File: src/rtl/exc_pkg.sv
package exc_pkg;

  typedef enum logic [2:0] {
    K_RST  = 3'd0,
    K_UND  = 3'd1,
    K_SWI  = 3'd2,
    K_PABT = 3'd3,
    K_DABT = 3'd4,
    K_RSV  = 3'd5,
    K_IRQ  = 3'd6,
    K_FIQ  = 3'd7
  } exc_kind_e;

  typedef enum logic [2:0] {
    B_USR = 3'd0,
    B_FIQ = 3'd1,
    B_IRQ = 3'd2,
    B_SVC = 3'd3,
    B_ABT = 3'd4,
    B_UND = 3'd5
  } bank_e;

  localparam int unsigned NUM_KIND = 8;
  localparam int unsigned NUM_BANK = 6;
  localparam int unsigned NUM_PRIO = 7;
  localparam int unsigned MODE_W   = 5;
  localparam int unsigned BIT_I    = 7;
  localparam int unsigned BIT_F    = 6;
  localparam int unsigned BIT_T    = 5;

  localparam logic [MODE_W-1:0] M_USR = 5'b10000;
  localparam logic [MODE_W-1:0] M_FIQ = 5'b10001;
  localparam logic [MODE_W-1:0] M_IRQ = 5'b10010;
  localparam logic [MODE_W-1:0] M_SVC = 5'b10011;
  localparam logic [MODE_W-1:0] M_ABT = 5'b10111;
  localparam logic [MODE_W-1:0] M_UND = 5'b11011;
  localparam logic [MODE_W-1:0] M_SYS = 5'b11111;

  // Highest priority first.
  localparam exc_kind_e PRIO_ORDER [NUM_PRIO] =
    '{K_RST, K_DABT, K_FIQ, K_IRQ, K_PABT, K_UND, K_SWI};

  function automatic logic [MODE_W-1:0] mode_of_kind(input exc_kind_e k);
    case (k)
      K_UND:          return M_UND;
      K_PABT, K_DABT: return M_ABT;
      K_IRQ:          return M_IRQ;
      K_FIQ:          return M_FIQ;
      default:        return M_SVC;
    endcase
  endfunction

  function automatic bank_e bank_of_mode(input logic [MODE_W-1:0] m);
    case (m)
      M_FIQ:   return B_FIQ;
      M_IRQ:   return B_IRQ;
      M_SVC:   return B_SVC;
      M_ABT:   return B_ABT;
      M_UND:   return B_UND;
      default: return B_USR;
    endcase
  endfunction

  // Byte distance between the stored link value and the resume point.
  function automatic logic [3:0] ret_adjust(input exc_kind_e k);
    case (k)
      K_IRQ, K_FIQ, K_PABT: return 4'd4;
      K_DABT:               return 4'd8;
      default:              return 4'd0;
    endcase
  endfunction

endpackage

File: src/rtl/exc_arbiter.sv
module exc_arbiter
  import exc_pkg::*;
(
  input  logic [NUM_KIND-1:0] req_i,
  input  logic                i_mask_i,
  input  logic                f_mask_i,
  output logic                take_o,
  output exc_kind_e           kind_o
);

  logic [NUM_KIND-1:0] elig;

  always_comb begin
    elig        = req_i;
    elig[K_RSV] = 1'b0;
    if (i_mask_i) elig[K_IRQ] = 1'b0;
    if (f_mask_i) elig[K_FIQ] = 1'b0;
  end

  assign take_o = |elig;

  // Walk from lowest to highest priority so the last hit wins.
  always_comb begin
    kind_o = K_RST;
    for (int i = NUM_PRIO - 1; i >= 0; i--) begin
      if (elig[PRIO_ORDER[i]]) kind_o = PRIO_ORDER[i];
    end
  end

endmodule

File: src/rtl/exc_entry_calc.sv
module exc_entry_calc
  import exc_pkg::*;
#(
  parameter int unsigned       ADDR_W   = 32,
  parameter int unsigned       SR_W     = 32,
  parameter logic [ADDR_W-1:0] VEC_BASE = '0
) (
  input  exc_kind_e         kind_i,
  input  logic [ADDR_W-1:0] pc_i,
  input  logic [SR_W-1:0]   sr_i,
  output logic [ADDR_W-1:0] vec_o,
  output logic [ADDR_W-1:0] link_o,
  output logic [SR_W-1:0]   sr_o,
  output bank_e             bank_o
);

  localparam int unsigned VEC_SHIFT = 2;
  localparam logic [ADDR_W-1:0] NEXT_STEP = ADDR_W'(1 << VEC_SHIFT);

  logic [MODE_W-1:0] tgt_mode;

  assign tgt_mode = mode_of_kind(kind_i);
  assign vec_o    = VEC_BASE + (ADDR_W'(kind_i) << VEC_SHIFT);
  assign link_o   = pc_i + NEXT_STEP;
  assign bank_o   = bank_of_mode(tgt_mode);

  always_comb begin
    sr_o             = sr_i;
    sr_o[MODE_W-1:0] = tgt_mode;
    sr_o[BIT_I]      = 1'b1;
    if (kind_i == K_FIQ || kind_i == K_RST) sr_o[BIT_F] = 1'b1;
    sr_o[BIT_T]      = 1'b0;
  end

endmodule

File: src/rtl/exc_bank_sel.sv
module exc_bank_sel
  import exc_pkg::*;
(
  input  logic [MODE_W-1:0] mode_i,
  output bank_e             bank_o,
  output logic              fiq_bank_o,
  output logic              has_saved_o
);

  assign bank_o      = bank_of_mode(mode_i);
  assign fiq_bank_o  = (bank_o == B_FIQ);
  assign has_saved_o = (bank_o != B_USR);

endmodule

File: src/rtl/exc_status_regs.sv
module exc_status_regs
  import exc_pkg::*;
#(
  parameter int unsigned SR_W = 32
) (
  input  logic            clk,
  input  logic            rst_n,
  input  logic            entry_i,
  input  exc_kind_e       kind_i,
  input  bank_e           tgt_bank_i,
  input  logic [SR_W-1:0] entry_sr_i,
  input  logic            return_i,
  input  logic            write_i,
  input  logic [SR_W-1:0] wdata_i,
  input  bank_e           cur_bank_i,
  output logic [SR_W-1:0] cpsr_o,
  output logic [SR_W-1:0] spsr_o,
  output exc_kind_e       cur_kind_o
);

  localparam logic [SR_W-1:0] RESET_SR = SR_W'({2'b11, 1'b0, M_SVC});

  logic [SR_W-1:0] cpsr_q;
  logic [SR_W-1:0] spsr_q [1:NUM_BANK-1];
  exc_kind_e       ek_q   [1:NUM_BANK-1];

  // Saved-status bank read for the current mode.
  always_comb begin
    spsr_o     = '0;
    cur_kind_o = K_RST;
    for (int b = 1; b < NUM_BANK; b++) begin
      if (cur_bank_i == bank_e'(b)) begin
        spsr_o     = spsr_q[b];
        cur_kind_o = ek_q[b];
      end
    end
  end

  always_ff @(posedge clk or negedge rst_n) begin
    if (!rst_n) begin
      cpsr_q <= RESET_SR;
    end else if (entry_i) begin
      cpsr_q <= entry_sr_i;
    end else if (return_i) begin
      cpsr_q <= spsr_o;
    end else if (write_i) begin
      cpsr_q <= wdata_i;
    end
  end

  for (genvar b = 1; b < NUM_BANK; b++) begin : g_bank
    always_ff @(posedge clk or negedge rst_n) begin
      if (!rst_n) begin
        spsr_q[b] <= '0;
        ek_q[b]   <= K_RST;
      end else if (entry_i && tgt_bank_i == bank_e'(b)) begin
        spsr_q[b] <= cpsr_q;
        ek_q[b]   <= kind_i;
      end
    end
  end

  assign cpsr_o = cpsr_q;

endmodule

File: src/rtl/exc_ctrl.sv
module exc_ctrl
  import exc_pkg::*;
#(
  parameter int unsigned       ADDR_W   = 32,
  parameter int unsigned       SR_W     = 32,
  parameter logic [ADDR_W-1:0] VEC_BASE = '0
) (
  input  logic                clk,
  input  logic                rst_n,
  input  logic [NUM_KIND-1:0] req_i,
  input  logic [ADDR_W-1:0]   pc_i,
  input  logic                ret_i,
  input  logic [ADDR_W-1:0]   lr_i,
  input  logic                st_wr_i,
  input  logic [SR_W-1:0]     st_wdata_i,
  output logic                take_o,
  output logic [2:0]          kind_o,
  output logic [ADDR_W-1:0]   vec_o,
  output logic [ADDR_W-1:0]   link_o,
  output logic                ret_ok_o,
  output logic [ADDR_W-1:0]   resume_o,
  output logic [SR_W-1:0]     cpsr_o,
  output logic [SR_W-1:0]     spsr_o,
  output logic [2:0]          bank_o,
  output logic                fiq_bank_o
);

  logic            entry_ev;
  logic            return_ev;
  logic            write_ev;
  logic            has_saved;
  exc_kind_e       sel_kind;
  exc_kind_e       cur_kind;
  bank_e           cur_bank;
  bank_e           tgt_bank;
  logic [SR_W-1:0] cpsr;
  logic [SR_W-1:0] spsr_cur;
  logic [SR_W-1:0] entry_sr;

  exc_arbiter u_arb (
    .req_i    (req_i),
    .i_mask_i (cpsr[BIT_I]),
    .f_mask_i (cpsr[BIT_F]),
    .take_o   (entry_ev),
    .kind_o   (sel_kind)
  );

  exc_entry_calc #(
    .ADDR_W   (ADDR_W),
    .SR_W     (SR_W),
    .VEC_BASE (VEC_BASE)
  ) u_entry (
    .kind_i (sel_kind),
    .pc_i   (pc_i),
    .sr_i   (cpsr),
    .vec_o  (vec_o),
    .link_o (link_o),
    .sr_o   (entry_sr),
    .bank_o (tgt_bank)
  );

  exc_bank_sel u_bank (
    .mode_i      (cpsr[MODE_W-1:0]),
    .bank_o      (cur_bank),
    .fiq_bank_o  (fiq_bank_o),
    .has_saved_o (has_saved)
  );

  assign return_ev = ret_i & ~entry_ev & has_saved;
  assign write_ev  = st_wr_i & ~entry_ev & ~return_ev;

  exc_status_regs #(
    .SR_W (SR_W)
  ) u_sr (
    .clk        (clk),
    .rst_n      (rst_n),
    .entry_i    (entry_ev),
    .kind_i     (sel_kind),
    .tgt_bank_i (tgt_bank),
    .entry_sr_i (entry_sr),
    .return_i   (return_ev),
    .write_i    (write_ev),
    .wdata_i    (st_wdata_i),
    .cur_bank_i (cur_bank),
    .cpsr_o     (cpsr),
    .spsr_o     (spsr_cur),
    .cur_kind_o (cur_kind)
  );

  assign take_o   = entry_ev;
  assign kind_o   = sel_kind;
  assign ret_ok_o = return_ev;
  assign resume_o = lr_i - ADDR_W'(ret_adjust(cur_kind));
  assign cpsr_o   = cpsr;
  assign spsr_o   = spsr_cur;
  assign bank_o   = cur_bank;

endmodule

File: config.mk
export PLATFORM = sky130hd
export DESIGN_NAME = exc_ctrl
export DESIGN_NICKNAME = d
export VERILOG_FILES = /design/src/rtl/exc_pkg.sv /design/src/rtl/exc_arbiter.sv /design/src/rtl/exc_entry_calc.sv /design/src/rtl/exc_bank_sel.sv /design/src/rtl/exc_status_regs.sv /design/src/rtl/exc_ctrl.sv
export SDC_FILE = /design/constraint.sdc
export NUM_CORES = 1
export LEC_CHECK = 0
export BUFFER_PORTS_ARGS = -buffer_cell sky130_fd_sc_hd__buf_2
export CORE_UTILIZATION = 40
export CTS_CLUSTER_DIAMETER = 50
export DETAILED_ROUTE_END_ITERATION = 12
export GPL_TIMING_DRIVEN = 0
export SYNTH_ARGS = -nofsm -noshare
export SYNTH_HDL_FRONTEND = slang
export SYNTH_HIERARCHICAL = 1
export SYNTH_SLANG_ARGS = --single-unit
File: constraint.sdc
create_clock -name clk -period 4.5 [get_ports clk]
set_input_delay 0.675 -clock clk [delete_from_list [all_inputs] [get_ports clk]]
set_output_delay 0.675 -clock clk [all_outputs]
set_load 0.03 [all_outputs]
==> results.cfg <==
[setup_path]
start_kind = flop
cp_max_fo = 9
rrSetupSlack_ns = 0.28
critPathRequiredTime_ns = 3.83
r2r_end = u_sr/spsr_q[115]
crit_path_end_kind = output pin
worstPathArrival_ns = 4.15
rr_worst_depth = 11
reg2reg_from = u_sr/cpsr_o[6]
setup.worst_path.class = flop to output pin

[placement]
io_buffers = 242
dp_hpwl_um = 23200
gp_congestion = 0.928
placed_area_mm2 = 0.0137
pre_cts_slack_ns = -0.645
dp_cells = 1688

[outcome]
status = finished, violations left
violations = setup timing

[synth]
ys.flop_type = dfrtp_1
async_flop_share_pct = 100
ys_ff_latch = 207
ys_types = 57
syn_inst = 1031
yosysWarnings = 6
avgSynthCellArea_um2 = 11.4
syn-cell-area_mm2 = 0.0117
synth-edff-count = 0
seq_area_frac_synth_pct = 44.2

[power]
vdd_drop_max_mv = 0.327
leakage_nw = 6.88
powerDensity_mw_per_mm2 = 503
p_total_mw = 7.61

[die]
die_w_um = 173
initial_utilization_pct = 40.8
placementRows = 62
die_y_um = 173
dieArea_mm2 = 0.0300
pin_count = 277
core-area_mm2 = 0.0288

[clocking]
cts_tree = done
clkLatencyLatePin_ns = 0.52
clkSinkCount = 207
cts_buffers = 24
cts_max_level = 1
cts-root-buf = clkbuf_16
cts_buffer_depth = 3
path_clk_slew_ns = 0.06

[global_route]
grt.overflow.total = 0
antenna_found_initial = 0
grt_util_all_layers_pct = 22.1
grt_pass1_wl_um = 52600
grt_pass1_vias = 9402
grt_max_degree = 114

[sta]
slew_violations = 0
fin_skew_ns = 0.0101
max_clock_freq_mhz = 207
tightest_slew_ns = 0.899
rsz0062_at_grt = true
period_minus_slack_ns = 4.82
finalWorstSetupSlack_ns = -0.320
slew_headroom_pct = 40.1
finalHoldViolCount = 0
whs_ns = 0.235
finalCritPeriodShare_pct = 107
setup-violations-final = 20

[detailed_routing]
totalWireLength_um = 33800
ant_nets = 0
routedWlPerCell_um = 19.2
drc = 0
dr_total_vias = 9249
dr.first_iter.drc_count = 527
via_per_inst = 5.24
dr.pass1.iters = 4

[final_layout]
fillers = 2565
ff_latch_area_mm2 = 0.00519
area_growth_pct = 28.9
drive_above_1_share_pct = 52.4
nets = 1478
n_antenna_cell = 0
instances_no_fill = 1765
multi_input_area_mm2 = 0.00623
final_cell_area_mm2 = 0.0151

[worst_hold_path]
hold_class = input port to async pin

[job]
maxCapViolCount = 0
==> sequential cells by signal (all words and copies together), names as in the netlist <==
| register | flops |
|---|---|
| u_sr/spsr_q | 160 |
| u_sr/ek_q | 15 |
| u_sr/cpsr_o | 32 |
==> critical path, stage by stage, from the launching register on <==
cell       delay [ns]
dfstp_2          0.61
buf_6            0.13
nor2b_4          0.04
nor3_4           0.25
buf_6            0.15
buf_4            0.17
nor2b_4          0.07
a22oi_2          0.19
o22ai_2          0.09
buf_4            0.15
buf_4            0.12
buf_4            0.12
nand2_2          0.08
ha_1             0.26
inv_1            0.11
o2111ai_4        0.15
buf_6            0.19
buf_4            0.13
nor3_2           0.18
xor2_1           0.25
buf_4            0.21
==> Yosys cell counts (all sizes together), types with 6 or more instances <==
master	n	area, um^2
mux2	242	2730
dfrtp	202	5050
buf	98	656
nand2	89	337
a21oi	35	175
mux2i	35	350
o22ai	35	219
a31oi	33	206
a211o	32	280
xor2	27	236
xnor2	26	228
clkbuf	25	93.8
nor2	22	85.1
nor4	16	189
nand3	13	70.1
nand4	13	87.6
nor3	13	70.1
inv	10	37.5
and3	6	37.5
nor2b	6	37.5
==> metrics by stage <==
| stage | utilization (%) | TNS (ns) |
|---|---|---|
| CTS | 52.2 | -3.08 |
| global placement | 47.6 | -231.28 |
| finish | 52.6 | -2.81 |
| detailed placement | 47.7 | -38.16 |
| global route | 52.6 | -7.52 |
| floorplan | - | -0.717 |
==> cell type report <==
type,instances,share of cell area [%]
multi-input cells,721,41.2
clock inverters,6,0.289
plain buffers,121,5.29
flip-flops and latches,207,34.3
repair buffers,279,10.8
inverters,10,0.248
clock buffers,37,4.70
well taps,384,3.17
==> per-layer routing <==
layer	wire length [um]	vias up	global-route usage, %
met3	1400	58	2.57
met5	0	-	0
met2	16900	284	39.4
li1	-	4320	-
met1	14500	4587	27.8
met4	986	0	7.37
==> worst max-delay path by stage <==
stage / start / endpoint / slack [ns] / cells past startpoint
detailed placement: u_sr/cpsr_o[0] / resume_o[20] / -0.64 / 13
floorplan: u_sr/cpsr_o[1] / resume_o[20] / -0.25 / 16
global route: u_sr/cpsr_o[1] / resume_o[13] / -0.48 / 20
finish: u_sr/cpsr_o[1] / resume_o[13] / -0.32 / 20
global placement: rst_n / u_sr/cpsr_o[3] / -1.28 / 1
CTS: u_sr/cpsr_o[1] / resume_o[28] / -0.24 / 17
==> timing repair <==
action | in CTS | in global routing
gates resized for setup | 80 | 14
hold buffers | 0 | 0
gates cloned | 0 | 1
endpoints found under the hold margin | 0 | 0
buffers inserted | 31 | 4
pin swaps | 18 | 9
setup endpoints to repair | 177 | 117
==> cell usage in the layout, fill, tap and decap left out, types with 4 or more instances in the layout <==
cell type / n
a211o_1: 32
a21oi_1: 35
a31oi_1: 32
and3_1: 6
buf_1: 11
buf_2: 230
buf_4: 114
buf_6: 15
clkbuf_1: 29
clkbuf_16: 26
clkbuf_8: 5
clkinvlp_4: 4
conb_1: 32
dfrtp_1: 200
dfstp_2: 5
ha_1: 4
inv_1: 8
mux2_1: 4
mux2_2: 238
mux2i_1: 34
nand2_1: 84
nand2_2: 5
nand3_1: 12
nand4_1: 12
nor2_1: 18
nor2b_1: 4
nor3_1: 4
nor3_2: 6
nor4_2: 6
nor4_4: 8
o22ai_1: 32
or3_1: 4
xnor2_1: 25
xor2_1: 21
xor2_2: 6
==> where the power goes <==
part | switching [mW] | internal, mW
sequential | 0.477 | 2.61
combinational | 1.34 | 1.34
clock | 0.762 | 1.09
total | 2.58 | 5.03
==> cell families (layout without fill, tap and decap cells) <==
| group | after synthesis | in the layout | synth area share [%] |
|---|---|---|---|
| AO/OA/AOI/OAI | 150 | 150 | 8.45 |
| XOR/XNOR | 53 | 53 | 3.95 |
| adder cells (fa/ha/maj) | 6 | 6 | 0.704 |
| buffers and inverters | 133 | 453 | 6.71 |
| flip-flops | 207 | 207 | 44.2 |
| multiplexers | 277 | 277 | 26.2 |
| other | 2 | 32 | 0.0640 |
| AND/OR/NAND/NOR | 203 | 203 | 9.73 |
(Power assumes the default switching activity.)
